===== src/rtl/irq_agg_pkg.sv =====
package irq_agg_pkg;

    localparam int DATA_W = 32;
    localparam int MGMT_W = 16;

    localparam int BIT_RX   = 16;
    localparam int BIT_MGMT = 23;
    localparam int BIT_TXH  = 24;
    localparam int BIT_TXA  = 25;

    localparam logic [DATA_W-1:0] MAIN_MASK_RST = 32'hFF7F_FFFF;
    localparam logic [MGMT_W-1:0] MGMT_MASK_RST = 16'hFFFF;

    // Bits of the main status that are held in flops (summary is derived)
    localparam logic [DATA_W-1:0] MAIN_STORE_MASK = ~(DATA_W'(1) << BIT_MGMT);

    typedef enum logic [2:0] {
        SEL_NONE,
        SEL_MAIN_STAT,
        SEL_MAIN_MASK,
        SEL_MGMT_STAT,
        SEL_MGMT_MASK
    } reg_sel_e;

    localparam int NUM_MAP = 6;
    localparam logic [15:0] MAP_OFFS [NUM_MAP] =
        '{16'h0100, 16'h0104, 16'h0108, 16'h010C, 16'h0120, 16'h0124};
    localparam reg_sel_e MAP_SEL [NUM_MAP] =
        '{SEL_MAIN_STAT, SEL_MAIN_MASK, SEL_MAIN_STAT, SEL_MAIN_MASK,
          SEL_MGMT_MASK, SEL_MGMT_STAT};

    typedef struct packed {
        logic              rd;
        logic              wr;
        reg_sel_e          sel;
        logic [DATA_W-1:0] wdata;
    } reg_access_t;

    typedef struct packed {
        logic rx_done;
        logic tx_host;
        logic tx_all;
    } main_event_t;

    function automatic logic [DATA_W-1:0] main_event_bits(main_event_t e);
        logic [DATA_W-1:0] v;
        v          = '0;
        v[BIT_RX]  = e.rx_done;
        v[BIT_TXH] = e.tx_host;
        v[BIT_TXA] = e.tx_all;
        return v;
    endfunction

endpackage


===== src/rtl/irq_addr_decode.sv =====
module irq_addr_decode
    import irq_agg_pkg::*;
#(
    parameter int ADDR_W = 12
) (
    input  logic [ADDR_W-1:0] addr,
    output reg_sel_e          sel
);
    localparam logic [ADDR_W-1:0] WORD_MASK = ~ADDR_W'(3);

    logic [NUM_MAP-1:0] hit;

    generate
        for (genvar g = 0; g < NUM_MAP; g++) begin : g_map
            localparam logic [ADDR_W-1:0] OFF_G = ADDR_W'(MAP_OFFS[g]);
            assign hit[g] = ((addr ^ OFF_G) & WORD_MASK) == '0;
        end
    endgenerate

    always_comb begin
        sel = SEL_NONE;
        for (int i = 0; i < NUM_MAP; i++) begin
            if (hit[i]) sel = MAP_SEL[i];
        end
    end
endmodule


===== src/rtl/irq_main_status.sv =====
module irq_main_status
    import irq_agg_pkg::*;
(
    input  logic              clk,
    input  logic              rst,
    input  reg_access_t       acc,
    input  main_event_t       ev,
    output logic [DATA_W-1:0] stat_q
);
    logic [DATA_W-1:0] stat_d;

    always_comb begin
        stat_d = stat_q;
        if (acc.wr && acc.sel == SEL_MAIN_STAT) begin
            stat_d = acc.wdata;
        end else if (acc.rd && acc.sel == SEL_MAIN_STAT) begin
            stat_d = '0;
        end
        // events applied last so they win over a clearing read
        stat_d = (stat_d | main_event_bits(ev)) & MAIN_STORE_MASK;
    end

    always_ff @(posedge clk) begin
        if (rst) stat_q <= '0;
        else     stat_q <= stat_d;
    end
endmodule


===== src/rtl/irq_mgmt_status.sv =====
module irq_mgmt_status
    import irq_agg_pkg::*;
(
    input  logic              clk,
    input  logic              rst,
    input  logic              rd_stat,
    input  logic              wr_stat,
    input  logic              wr_mask,
    input  logic [MGMT_W-1:0] wdata,
    input  logic [MGMT_W-1:0] ev_bits,
    output logic [MGMT_W-1:0] stat_q,
    output logic [MGMT_W-1:0] mask_q,
    output logic              summary
);
    logic [MGMT_W-1:0] stat_d;

    always_comb begin
        stat_d = stat_q;
        if (wr_stat)      stat_d = wdata;
        else if (rd_stat) stat_d = '0;
        stat_d = stat_d | ev_bits;
    end

    always_ff @(posedge clk) begin
        if (rst) begin
            stat_q <= '0;
            mask_q <= MGMT_MASK_RST;
        end else begin
            stat_q <= stat_d;
            if (wr_mask) mask_q <= wdata;
        end
    end

    assign summary = |(stat_q & ~mask_q);
endmodule


===== src/rtl/irq_aggregator.sv =====
module irq_aggregator
    import irq_agg_pkg::*;
#(
    parameter int ADDR_W = 12
) (
    input  logic              clk,
    input  logic              rst,
    input  logic              bus_valid,
    input  logic              bus_write,
    input  logic [ADDR_W-1:0] bus_addr,
    input  logic [DATA_W-1:0] bus_wdata,
    output logic [DATA_W-1:0] bus_rdata,
    output logic              bus_rvalid,
    input  logic              ev_rx_done,
    input  logic              ev_tx_host,
    input  logic              ev_tx_all,
    input  logic [MGMT_W-1:0] ev_mgmt,
    output logic              irq_o
);
    reg_sel_e          sel;
    reg_access_t       acc;
    main_event_t       mev;
    logic [DATA_W-1:0] main_stat_q;
    logic [DATA_W-1:0] main_mask_q;
    logic [MGMT_W-1:0] mgmt_stat_q;
    logic [MGMT_W-1:0] mgmt_mask_q;
    logic              mgmt_summary;
    logic [DATA_W-1:0] main_view;
    logic [DATA_W-1:0] rd_value;
    logic              irq_d;

    irq_addr_decode #(.ADDR_W(ADDR_W)) u_dec (
        .addr (bus_addr),
        .sel  (sel)
    );

    always_comb begin
        acc.rd    = bus_valid & ~bus_write;
        acc.wr    = bus_valid & bus_write;
        acc.sel   = sel;
        acc.wdata = bus_wdata;
        mev.rx_done = ev_rx_done;
        mev.tx_host = ev_tx_host;
        mev.tx_all  = ev_tx_all;
    end

    irq_main_status u_main (
        .clk    (clk),
        .rst    (rst),
        .acc    (acc),
        .ev     (mev),
        .stat_q (main_stat_q)
    );

    irq_mgmt_status u_mgmt (
        .clk     (clk),
        .rst     (rst),
        .rd_stat (acc.rd && sel == SEL_MGMT_STAT),
        .wr_stat (acc.wr && sel == SEL_MGMT_STAT),
        .wr_mask (acc.wr && sel == SEL_MGMT_MASK),
        .wdata   (bus_wdata[MGMT_W-1:0]),
        .ev_bits (ev_mgmt),
        .stat_q  (mgmt_stat_q),
        .mask_q  (mgmt_mask_q),
        .summary (mgmt_summary)
    );

    always_ff @(posedge clk) begin
        if (rst)                               main_mask_q <= MAIN_MASK_RST;
        else if (acc.wr && sel == SEL_MAIN_MASK) main_mask_q <= bus_wdata;
    end

    assign main_view = main_stat_q | (DATA_W'(mgmt_summary) << BIT_MGMT);

    always_comb begin
        unique case (sel)
            SEL_MAIN_STAT: rd_value = main_view;
            SEL_MAIN_MASK: rd_value = main_mask_q;
            SEL_MGMT_STAT: rd_value = DATA_W'(mgmt_stat_q);
            SEL_MGMT_MASK: rd_value = DATA_W'(mgmt_mask_q);
            default:       rd_value = '0;
        endcase
    end

    // main mask bit of the summary position takes no part
    assign irq_d = (|(main_stat_q & ~main_mask_q & MAIN_STORE_MASK)) | mgmt_summary;

    always_ff @(posedge clk) begin
        if (rst) begin
            bus_rdata  <= '0;
            bus_rvalid <= 1'b0;
            irq_o      <= 1'b0;
        end else begin
            bus_rdata  <= acc.rd ? rd_value : '0;
            bus_rvalid <= acc.rd;
            irq_o      <= irq_d;
        end
    end
endmodule


===== config.mk =====
export PLATFORM = sky130hd
export DESIGN_NAME = irq_aggregator
export DESIGN_NICKNAME = d
export VERILOG_FILES = /design/src/rtl/irq_agg_pkg.sv /design/src/rtl/irq_addr_decode.sv /design/src/rtl/irq_main_status.sv /design/src/rtl/irq_mgmt_status.sv /design/src/rtl/irq_aggregator.sv
export SDC_FILE = /design/constraint.sdc
export NUM_CORES = 1
export LEC_CHECK = 0
export ABC_CLOCK_PERIOD_IN_PS = 4800
export BUFFER_PORTS_ARGS = -buffer_cell sky130_fd_sc_hd__buf_2
export CAP_MARGIN = 25
export CORE_MARGIN = 10
export CORE_UTILIZATION = 30
export DETAILED_ROUTE_END_ITERATION = 8
export SYNTH_ARGS = -nofsm -noshare
export SYNTH_HDL_FRONTEND = slang
export SYNTH_SLANG_ARGS = --single-unit
export TNS_END_PERCENT = 50

===== constraint.sdc =====
create_clock -name clk -period 4.8 [get_ports clk]
set_clock_uncertainty 0.15 [all_clocks]
set_input_delay 0.72 -clock clk [delete_from_list [all_inputs] [get_ports clk]]
set_output_delay 0.72 -clock clk [all_outputs]
set_load 0.005 [all_outputs]

==> run summary, run 1 <==
Worst VDD drop -> 0.210 mV
Detailed Place HPWL -> 11200 µm
Drt pass-1 iters -> 6
Library cells used by synthesis -> 43
Clock latency on the worst-skew pair -> 0.43 ns
Pleak -> 2.52 nW
Max H-tree Level -> 4
Yosys synthesis warning count -> 0
Critical path peak fanout -> 48
Area leader, netlist -> dfxtp_1
Startpoint Class -> input port
Placement Rows -> 48
Die Y -> 153 µm
Initial Util -> 30.5%
Slew @ Worst Pin -> 0.977 ns
Total gr overflow -> 0
Smallest hold slack -> 0.318 ns
Area grow syn2layout -> 23.8%
Largest net degree at the start of global routing -> 98
Hold Buf Count CTS -> 0
Number of remaining DRC errors -> 0
Vias -> 4743
Most frequent cells in the layout -> 129 x dfxtp_1, 97 x buf_2, 94 x nor2_1
Cell Area, Placed -> 0.00593 mm²
Vias in the first global route -> 4591
Sink Count -> 129
Top cells by area, synth -> dfxtp_1 49%, a22oi_1 7.3%, nor2_1 6.7%
Max-cap violation count -> 0
Power, Total -> 2.53 mW
Sequential fraction of the synthesis area -> 48.9%
PD cells -> 387 mW/mm²
Placed cells -> 898
Hold Path Class -> flop to flop
Critical path type -> input port to flop
Compound-Gate Fraction of Synth Area -> 24.1%
Post-synth EDFFs -> 0
# setup viols final -> 0
DR vias/cell -> 5.09
Util after Layout -> 37.8%
Post-Synth Simple-Gate Area -> 19.7%
Fin nets -> 759
Initial detailed-routing violation count -> 368
FF+latch count, synth -> 129
Syn_nets -> 680
Clock Path Buffers -> 2
Critical Path RT -> 4.93 ns
Antenna violations before repair -> 1
Die Width -> 153 µm
Final worst path period need -> 2.87 ns
Max-slew headroom -> 34.8%
Final Max Slew Viols -> 0
Clock Tree Root -> clkbuf_16
Post-route ant nets -> 0
Post-Syn Area -> 0.00528 mm²
Min setup slack post-route -> 1.93 ns
Final instance area -> 0.00653 mm²
Fill cell count -> 1826
Syn Inst Count -> 613
Mux share of post-synthesis cell area -> 1.52%
Synth Area in XOR/XNOR -> 0%
IO buf count -> 98
First-pass GRT wire length -> 25800 µm
Commonest non-fill, non-tap cell in the layout -> dfxtp_1
# IOs -> 101
Syn avg cell area -> 8.61 µm²
Synth Area in Adders -> 0%
Synth top area share -> 48.9%
Unrepaired setup endpoints after global routing -> false
Final WL -> 16300 µm
Die Footprint -> 0.0233 mm²
Clock transition at path regs -> 0.06 ns
Post-route setup TNS -> 0 ns
Maximum clock frequency -> 0.348 GHz
Final worst-path cycle share -> 59.8%
Endpoint class of the critical path -> flop
Total track usage -> 13.9%
Status -> finished clean
TritonCTS clock tree -> yes
Setup Fix Bufs, Post-CTS -> 0
Final RePlAce weighted congestion -> 0.772
Largest family of logic cells by synthesized area -> compound AO/OA/AOI/OAI gates
Layout cells sized above 1 -> 20.9%
Post-cts resize count -> 0
Arrival @ worst endpoint -> 3.00 ns
Hold Vio Cnt, Final -> 0
Post-DR wirelength/cell -> 17.6 µm
Place WS -> 1.57 ns
TritonCTS buffer count -> 17
Async S/R FF share, synth -> 0%
Main synth FF type -> dfxtp_1
Post-Layout Cell Count -> 931
Core Area -> 0.0173 mm²
## state kept, by name, indices dropped and copies added (netlist names)
name	flops
u_mgmt.mask_q	16
main_mask_q	32
bus_rdata	32
bus_rvalid	1
u_main.stat_q	31
u_mgmt.stat_q	16
irq_o	1
## path summary, 6_finish.rpt
kind,depth (start not counted),slack [ns],to,start
max,6,1.93,main_mask_q[3],bus_addr[2]
min,2,0.32,u_mgmt.stat_q[9],u_mgmt.stat_q[9]
max reg2reg,5,2.58,irq_o,u_mgmt.stat_q[7]
min reg2reg,2,0.32,u_mgmt.stat_q[9],u_mgmt.stat_q[9]
## critical path, cell delays in order
cell and delay, ns:
buf_2 0.54, nor2b_1 0.61, nand3_2 0.43, buf_4 0.41, nor3_1 0.19, a21oi_1 0.06
## cells by family (layout without fill, tap and decap cells)
logic type             Yosys count  in the layout
and+or+nand+nor                213            213
AOI/OAI and AO/OA              187            187
DFF                            129            129
buffers and inverters           76            168
muxes                            8              8
other                            0              1
## cell usage after synthesis, types with 2 or more instances
library cell and n:
a2111oi_0 5, a211o_1 16, a211oi_1 9, a21oi_1 57
a221oi_1 3, a221oi_2 2, a22oi_1 51, a2bb2oi_1 2
a311oi_1 9, and2_1 2, buf_2 12, clkbuf_1 33
dfxtp_1 129, inv_1 27, mux2i_1 8, nand2_1 27
nor2_1 94, nor2b_1 45, nor3_1 31, nor4_1 2
o21ai_0 15, o21ai_1 8, o221ai_1 2, o22ai_1 5
## cell type report
cell class / instances / area (µm²) / share of cell area (%)
clock buffers: 19 / 443 / 6.78
clock inverters: 13 / 163 / 2.49
inverters: 28 / 105 / 1.61
well taps: 225 / 282 / 4.31
multi-input cells: 408 / 2390 / 36.6
repair buffers: 108 / 568 / 8.69
diodes: 1 / 2.50 / 0.0383
flip-flops and latches: 129 / 2580 / 39.5
## where the power goes
| part | internal [mW] | leakage, nW | switching [mW] |
|---|---|---|---|
| combinational | 0.0439 | 1.19 | 0.0723 |
| clock | 0.829 | 0.289 | 0.484 |
| sequential | 1.09 | 1.05 | 0.0130 |
## layer usage
metal	track usage, %	wire, µm	vias to the layer above	share of wire, %
li1	-	-	2339	-
met2	22.5	7830	127	48
met3	4.54	909	19	5.6
met5	0	0	-	0
met4	4.22	223	0	1.4
met1	17.1	7380	2258	45
Note: power is estimated with default switching activity, not from simulation.
==> inputs of run 2 (changes only) <==
ABC_CLOCK_PERIOD_IN_PS = 2500   (was 4800)
clock period = 2.5 ns   (was 4.8 ns; I/O delays follow)
==> run 2 against run 1 <==
  * Via count is 1.5% higher
  * Clock power grew 120%
  * Routed wire length up 0.74%
  * Setup slack lost 1.5 ns
  * Largest power group unchanged
  * Sequential share of layout area fell by 1.5 points
  * Utilization increased by 1.5 points
  * Register-to-register slack worse by 2.2 ns
  * Die area unchanged
  * Sequential power is 92% higher
==> run summary, run 2 (same netlist as run 1, synthesis figures left out) <==
Status -> finished clean
Slew @ Worst Pin -> 0.566 ns (-0.412 ns)
Pleak -> 2.65 nW (+5.0%)
Detailed Place HPWL -> 11100 µm (-0.60%)
Initial detailed-routing violation count -> 385 (+4.6%)
DR vias/cell -> 5.10 (about the same)
Logic pwr share -> 4.5% (about the same)
Post-route setup TNS -> 0 ns (unchanged)
Placement Rows -> 48 (unchanged)
First-pass GRT wire length -> 25900 µm (+0.24%)
Clock latency on the worst-skew pair -> 0.43 ns (about the same)
R2r startpoint -> u_mgmt.stat_q[5]
Cell Area, Placed -> 0.00610 mm² (+2.9%)
TritonCTS buffer count -> 17 (unchanged)
Hold Path Class -> input port to flop
Die Width -> 153 µm (unchanged)
Clock power share -> 54.7% (+2.8 points)
Final worst path period need -> 2.12 ns
Die Y -> 153 µm (unchanged)
Max-cap violation count -> 0 (unchanged)
Arrival @ worst endpoint -> 2.25 ns (-0.75 ns)
TritonCTS clock tree -> yes
Critical path peak fanout -> 3 (-94%)
Critical Path RT -> 2.63 ns (-2.30 ns)
Part of the power in registers -> 40.7% (-2.8 points)
Sw frac -> 21.3% (-1.2 points)
Worst setup path endpoint -> irq_o
Clock Tree Root -> clkbuf_16
Core Area -> 0.0173 mm² (unchanged)
Placed cells -> 909 (+1.2%)
Worst r2r dst -> irq_o
Worst VDD drop -> 0.520 mV (+150%)
Initial Util -> 30.5% (unchanged)
Final instance area -> 0.00679 mm² (+4.0%)
PD cells -> 763 mW/mm² (+97%)
Largest regs -> bus_rdata (32), main_mask_q (32), u_main.stat_q (31)
Final RePlAce weighted congestion -> 0.823 (+6.6%)
Hold Vio Cnt, Final -> 0 (unchanged)
Largest net degree at the start of global routing -> 129 (+32%)
# setup viols final -> 0 (unchanged)
Commonest non-fill, non-tap cell in the layout -> dfxtp_1
Most frequent cells in the layout -> 129 x dfxtp_1, 97 x buf_2, 94 x nor2_1
Worst R2R Setup Slack -> 0.38 ns (-2.20 ns)
Vias in the first global route -> 4670 (+1.7%)
Setup Fix Bufs, Post-CTS -> 0 (unchanged)
IO buf count -> 98 (unchanged)
Fin nets -> 772 (+1.7%)
Post-route ant nets -> 0 (unchanged)
Die Footprint -> 0.0233 mm² (unchanged)
Post-cts resize count -> 0 (unchanged)
Endpoint class of the critical path -> flop
CP startpoint -> u_mgmt.stat_q[5]
Area grow syn2layout -> 28.8%
Total gr overflow -> 0 (unchanged)
Drt pass-1 iters -> 6 (unchanged)
Clock transition at path regs -> 0.06 ns (about the same)
Vias -> 4813 (+1.5%)
Total track usage -> 13.9% (about the same)
Max H-tree Level -> 4 (unchanged)
Post-DR wirelength/cell -> 17.4 µm (-0.65%)
Final WL -> 16500 µm (+0.74%)
# IOs -> 101 (unchanged)
Worst Reg-to-Reg Cells -> 5 (unchanged)
Clock Path Buffers -> 2 (unchanged)
Unrepaired setup endpoints after global routing -> false
Layout cells sized above 1 -> 22.0% (+1.2 points)
P_int -> 4.08 mW (+110%)
Sink Count -> 129 (unchanged)
Critical path type -> flop to flop
Startpoint Class -> flop
Post-Layout Cell Count -> 944 (+1.4%)
Final worst-path cycle share -> 84.7%
Final Max Slew Viols -> 0 (unchanged)
Number of remaining DRC errors -> 0 (unchanged)
Antenna violations before repair -> 1 (unchanged)
Net Switching -> 1.10 mW (+94%)
Max-slew headroom -> 61.3% (+26 points)
Hold Buf Count CTS -> 2 (+2)
Maximum clock frequency -> 0.472 GHz
## run 2: changes by cell type in the layout (fill, tap and decap cells not counted), sizes merged
| cell | before | now |
|---|---|---|
| buf | 108 | 119 |
| bufinv | 3 | 6 |
| clkinv | 8 | 3 |
| clkinvlp | 3 | 4 |
| dlygate4sd3 | 0 | 2 |
| inv | 27 | 28 |
## run 2: routing by layer
layer / GRT usage (%) / wire (µm) / up-vias
met1: 16.8 / 7360 / 2290
met3: 3.64 / 904 / 15
li1: - / - / 2369
met4: 5.31 / 220 / 0
met2: 23.1 / 7980 / 139
met5: 0 / 0 / -
## run 2: power groups by stage
stage / combinational [mW] / sequential (mW) / clock (mW)
3_5_place_dp: 0.233 / 2.15 / 0
4_1_cts: 0.235 / 2.11 / 2.88
2_1_floorplan: 0.117 / 2.14 / 0
5_1_grt: 0.260 / 2.11 / 2.96
6_report: 0.235 / 2.11 / 2.84
3_3_place_gp: 0.230 / 2.15 / 0
## run 2: per-stage QoR
step                      hold slack [ns]  power (mW)  worst slack (ns)  utilization [%]
final                              0.0152        5.18             0.382             39.3
after global routing               0.0174        5.33             0.224             39.3
after CTS                         0.00710        5.22             0.345             39.3
after detailed placement            0.312        2.39           0.00497             35.2
after global placement              0.307        2.38            0.0730             35.2
after floorplan                     0.285        2.26             0.328                -
## run 2: area by class of cell
type | count | area, µm²
Clock buffer | 19 | 443
Fill cell | 1812 | 10500
Inverter | 28 | 105
Timing Repair Buffer | 121 | 758
Antenna cell | 1 | 2.50
Multi-Input combinational cell | 408 | 2390
Tap cell | 225 | 282
Clock inverter | 13 | 233
Sequential cell | 129 | 2580
## run 2: critical path, stage by stage, from the launching register on
cell	delay (ns)
dfxtp_1	0.32
nor2b_1	0.19
a2111oi_0	0.56
nand4_1	0.26
nor4_1	0.36
a41oi_1	0.14
## run 2: worst min-delay path by stage
stage                 startpoint                 to  slack [ns]  cells past startpoint
2_1_floorplan  u_mgmt.stat_q[13]  u_mgmt.stat_q[13]        0.29                      2
3_3_place_gp    u_mgmt.stat_q[9]   u_mgmt.stat_q[9]        0.31                      2
3_5_place_dp    u_mgmt.stat_q[9]   u_mgmt.stat_q[9]        0.31                      2
4_1_cts               ev_rx_done  u_main.stat_q[16]       0.007                      3
5_1_grt               ev_rx_done  u_main.stat_q[16]        0.02                      3
6_report              ev_rx_done  u_main.stat_q[16]        0.02                      3
==> inputs of run 3 (changes only) <==
ABC_CLOCK_PERIOD_IN_PS = 2100   (was 2500)
clock period = 2.1 ns   (was 2.5 ns; I/O delays follow)
==> run 3 against run 2 <==
  * Global-route usage grew 0.064 points
  * Clock power shrank 4%
  * Sequential share of layout area shrank 1.5 points
  * Worst hold slack got worse by 0.010 ns
  * Critical path type unchanged
  * Non-clock buffer count rose by 41
  * Largest power group unchanged
  * Combinational power rose by 43%
  * Count of clock-buffer cells in the layout decreased by 2
==> run summary, run 3 (same netlist as run 1, synthesis figures left out) <==
Antenna violations before repair -> 0 (-1)
Total track usage -> 14.0% (+0.064 points)
Post-route ant nets -> 0 (unchanged)
Final worst path period need -> 1.95 ns (-0.169 ns)
Crit path largest cell delay -> 0.38 ns (-0.18 ns)
Place WS -> -0.198 ns (-0.203 ns)
Clock Tree Root -> clkbuf_16
Max-slew headroom -> 61.2% (about the same)
Crit path depth -> 6 (+1)
Final instance area -> 0.00708 mm² (+4.2%)
Number of remaining DRC errors -> 0 (unchanged)
Layout cells sized above 1 -> 23.1% (+1.1 points)
Largest net degree at the start of global routing -> 129 (unchanged)
PD cells -> 789 mW/mm² (+3.4%)
Final RePlAce weighted congestion -> 0.790 (-4.0%)
Max H-tree Level -> 4 (unchanged)
Diodes inserted -> 0 (-1)
Maximum clock frequency -> 0.513 GHz (+8.7%)
DR vias/cell -> 4.90 (-3.9%)
Initial Util -> 30.5% (unchanged)
Slowest-stage cell, CP -> a2111oi_2
Worst VDD drop -> 0.580 mV (+11%)
WL met3 -> 871 µm (-3.7%)
Status -> finished clean
Critical path type -> flop to flop
Arrival @ worst endpoint -> 2.07 ns (-0.18 ns)
Top Metal Used -> met4
Cell family with most CP delay -> simple AND/OR/NAND/NOR gates
Post-route setup TNS -> 0 ns (unchanged)
Largest regs -> bus_rdata (32), main_mask_q (32), u_main.stat_q (31)
TritonCTS buffer count -> 17 (unchanged)
Final worst-path cycle share -> 92.8% (+8.1 points)
Die Y -> 153 µm (unchanged)
Clock latency on the worst-skew pair -> 0.42 ns (about the same)
Die Width -> 153 µm (unchanged)
Worst r2r dst -> irq_o
WL met2 -> 7880 µm (-1.2%)
Unrepaired setup endpoints after global routing -> false
Final Max Slew Viols -> 0 (unchanged)
Vias in the first global route -> 4779 (+2.3%)
Final WL -> 16500 µm (+0.11%)
Pleak -> 2.79 nW (+5.5%)
Hold Startpoint -> ev_mgmt[11]
Slew @ Worst Pin -> 0.581 ns (+0.0154 ns)
Fin nets -> 813 (+5.3%)
IO buf count -> 98 (unchanged)
Core Area -> 0.0173 mm² (unchanged)
Cell Area, Placed -> 0.00625 mm² (+2.5%)
Clock transition at path regs -> 0.06 ns (about the same)
Vias -> 4818 (+0.10%)
Max-cap violation count -> 0 (unchanged)
TritonCTS clock tree -> yes
Critical Path RT -> 2.22 ns (-0.41 ns)
Min setup slack post-route -> 0.151 ns (-0.231 ns)
Die Footprint -> 0.0233 mm² (unchanged)
Setup Fix Bufs, Post-CTS -> 0 (unchanged)
Post-DR wirelength/cell -> 16.8 µm (-3.9%)
Hold Crit Depth -> 3 (unchanged)
Hold Path Class -> input port to flop
R2r startpoint -> u_mgmt.stat_q[7]
Post-Route M1 WL -> 7470 µm (+1.5%)
Most frequent cells in the layout -> 129 x dfxtp_1, 97 x buf_2, 94 x nor2_1
# setup viols final -> 0 (unchanged)
Endpoint class of the critical path -> flop
Detailed Place HPWL -> 11400 µm (+2.3%)
Drt pass-1 iters -> 4 (-2)
Clock Path Buffers -> 2 (unchanged)
Initial detailed-routing violation count -> 354 (-8.1%)
Worst Reg-to-Reg Cells -> 6 (+1)
Worst R2R Setup Slack -> 0.15 ns (-0.23 ns)
Buf/Inv on CP -> 1 (+1)
Critical path peak fanout -> 3 (unchanged)
Startpoint Class -> flop
CP Cell Sequence -> nor2b_1 -> a2111oi_2 -> buf_4 -> nand4_1 -> nor4_1 -> a41oi_1
# IOs -> 101 (unchanged)
Hold Vio Cnt, Final -> 0 (unchanged)
First-pass GRT wire length -> 26200 µm (+1.2%)
Worst hold endpoint -> u_mgmt.stat_q[11]
Commonest non-fill, non-tap cell in the layout -> dfxtp_1
Area grow syn2layout -> 34.2%
Total gr overflow -> 0 (unchanged)
Placement Rows -> 48 (unchanged)
Sink Count -> 129 (unchanged)
-- run 3: cell count changes in the layout (fill, tap and decap cells not counted), sizes merged --
cell,before,now
bufinv,6,1
inv,28,30
clkinv,3,7
clkbuf,19,17
dlygate4sd3,2,28
diode,1,0
buf,119,134
-- run 3: worst max path at each step --
stage / start / endpoint / slack [ns]
4_1_cts: u_mgmt.stat_q[7] / irq_o / 0.003
6_report: u_mgmt.stat_q[7] / irq_o / 0.15
3_5_place_dp: bus_addr[11] / u_mgmt.mask_q[14] / -0.20
3_3_place_gp: bus_addr[11] / u_mgmt.mask_q[10] / -0.18
2_1_floorplan: bus_addr[11] / u_mgmt.stat_q[6] / -0.01
5_1_grt: u_mgmt.stat_q[13] / irq_o / 0.03
-- run 3: repair_timing --
item | CTS | global route
hold buffers | 28 | 0
resized for setup | 2 | 2
setup endpoints to repair | 2 | 2
endpoints found under the hold margin | 28 | 0
-- run 3: stage by stage --
step	power [mW]	hold slack (ns)	cells	util, %
2_1_floorplan	2.69	0.253	613	-
3_3_place_gp	2.86	0.302	924	36.1
3_5_place_dp	2.86	0.314	924	36.1
4_1_cts	5.64	0.000380	983	40.9
5_1_grt	5.78	0.0129	983	40.9
6_report	5.58	0.00517	983	40.9
-- run 3: worst register-to-register path, stage by stage (launching register included) --
cell       delay, ns
dfxtp_1         0.32
nor2b_1         0.16
a2111oi_2       0.38
buf_4           0.17
nand4_1         0.14
nor4_1          0.34
a41oi_1         0.14
-- run 3: layout make-up --
type	instances	area, µm²
inverters	28	105
repair buffers	162	1170
flip-flops and latches	129	2580
multi-input cells	408	2400
clock inverters	14	116
fillers	1801	10200
clock buffers	17	425
well taps	225	282
-- run 3: power breakdown --
group | switching, mW | leakage (nW) | internal, mW
registers | 0.0278 | 1.05 | 2.48
logic | 0.180 | 1.48 | 0.156
clock network | 1.13 | 0.261 | 1.61
total | 1.33 | 2.79 | 4.25
-- run 3: metal layers --
metal,up-vias,global-route usage [%]
li1,2444,-
met1,2236,17.7
met2,118,22.2
met3,20,3.98
met4,0,4.72
met5,-,0
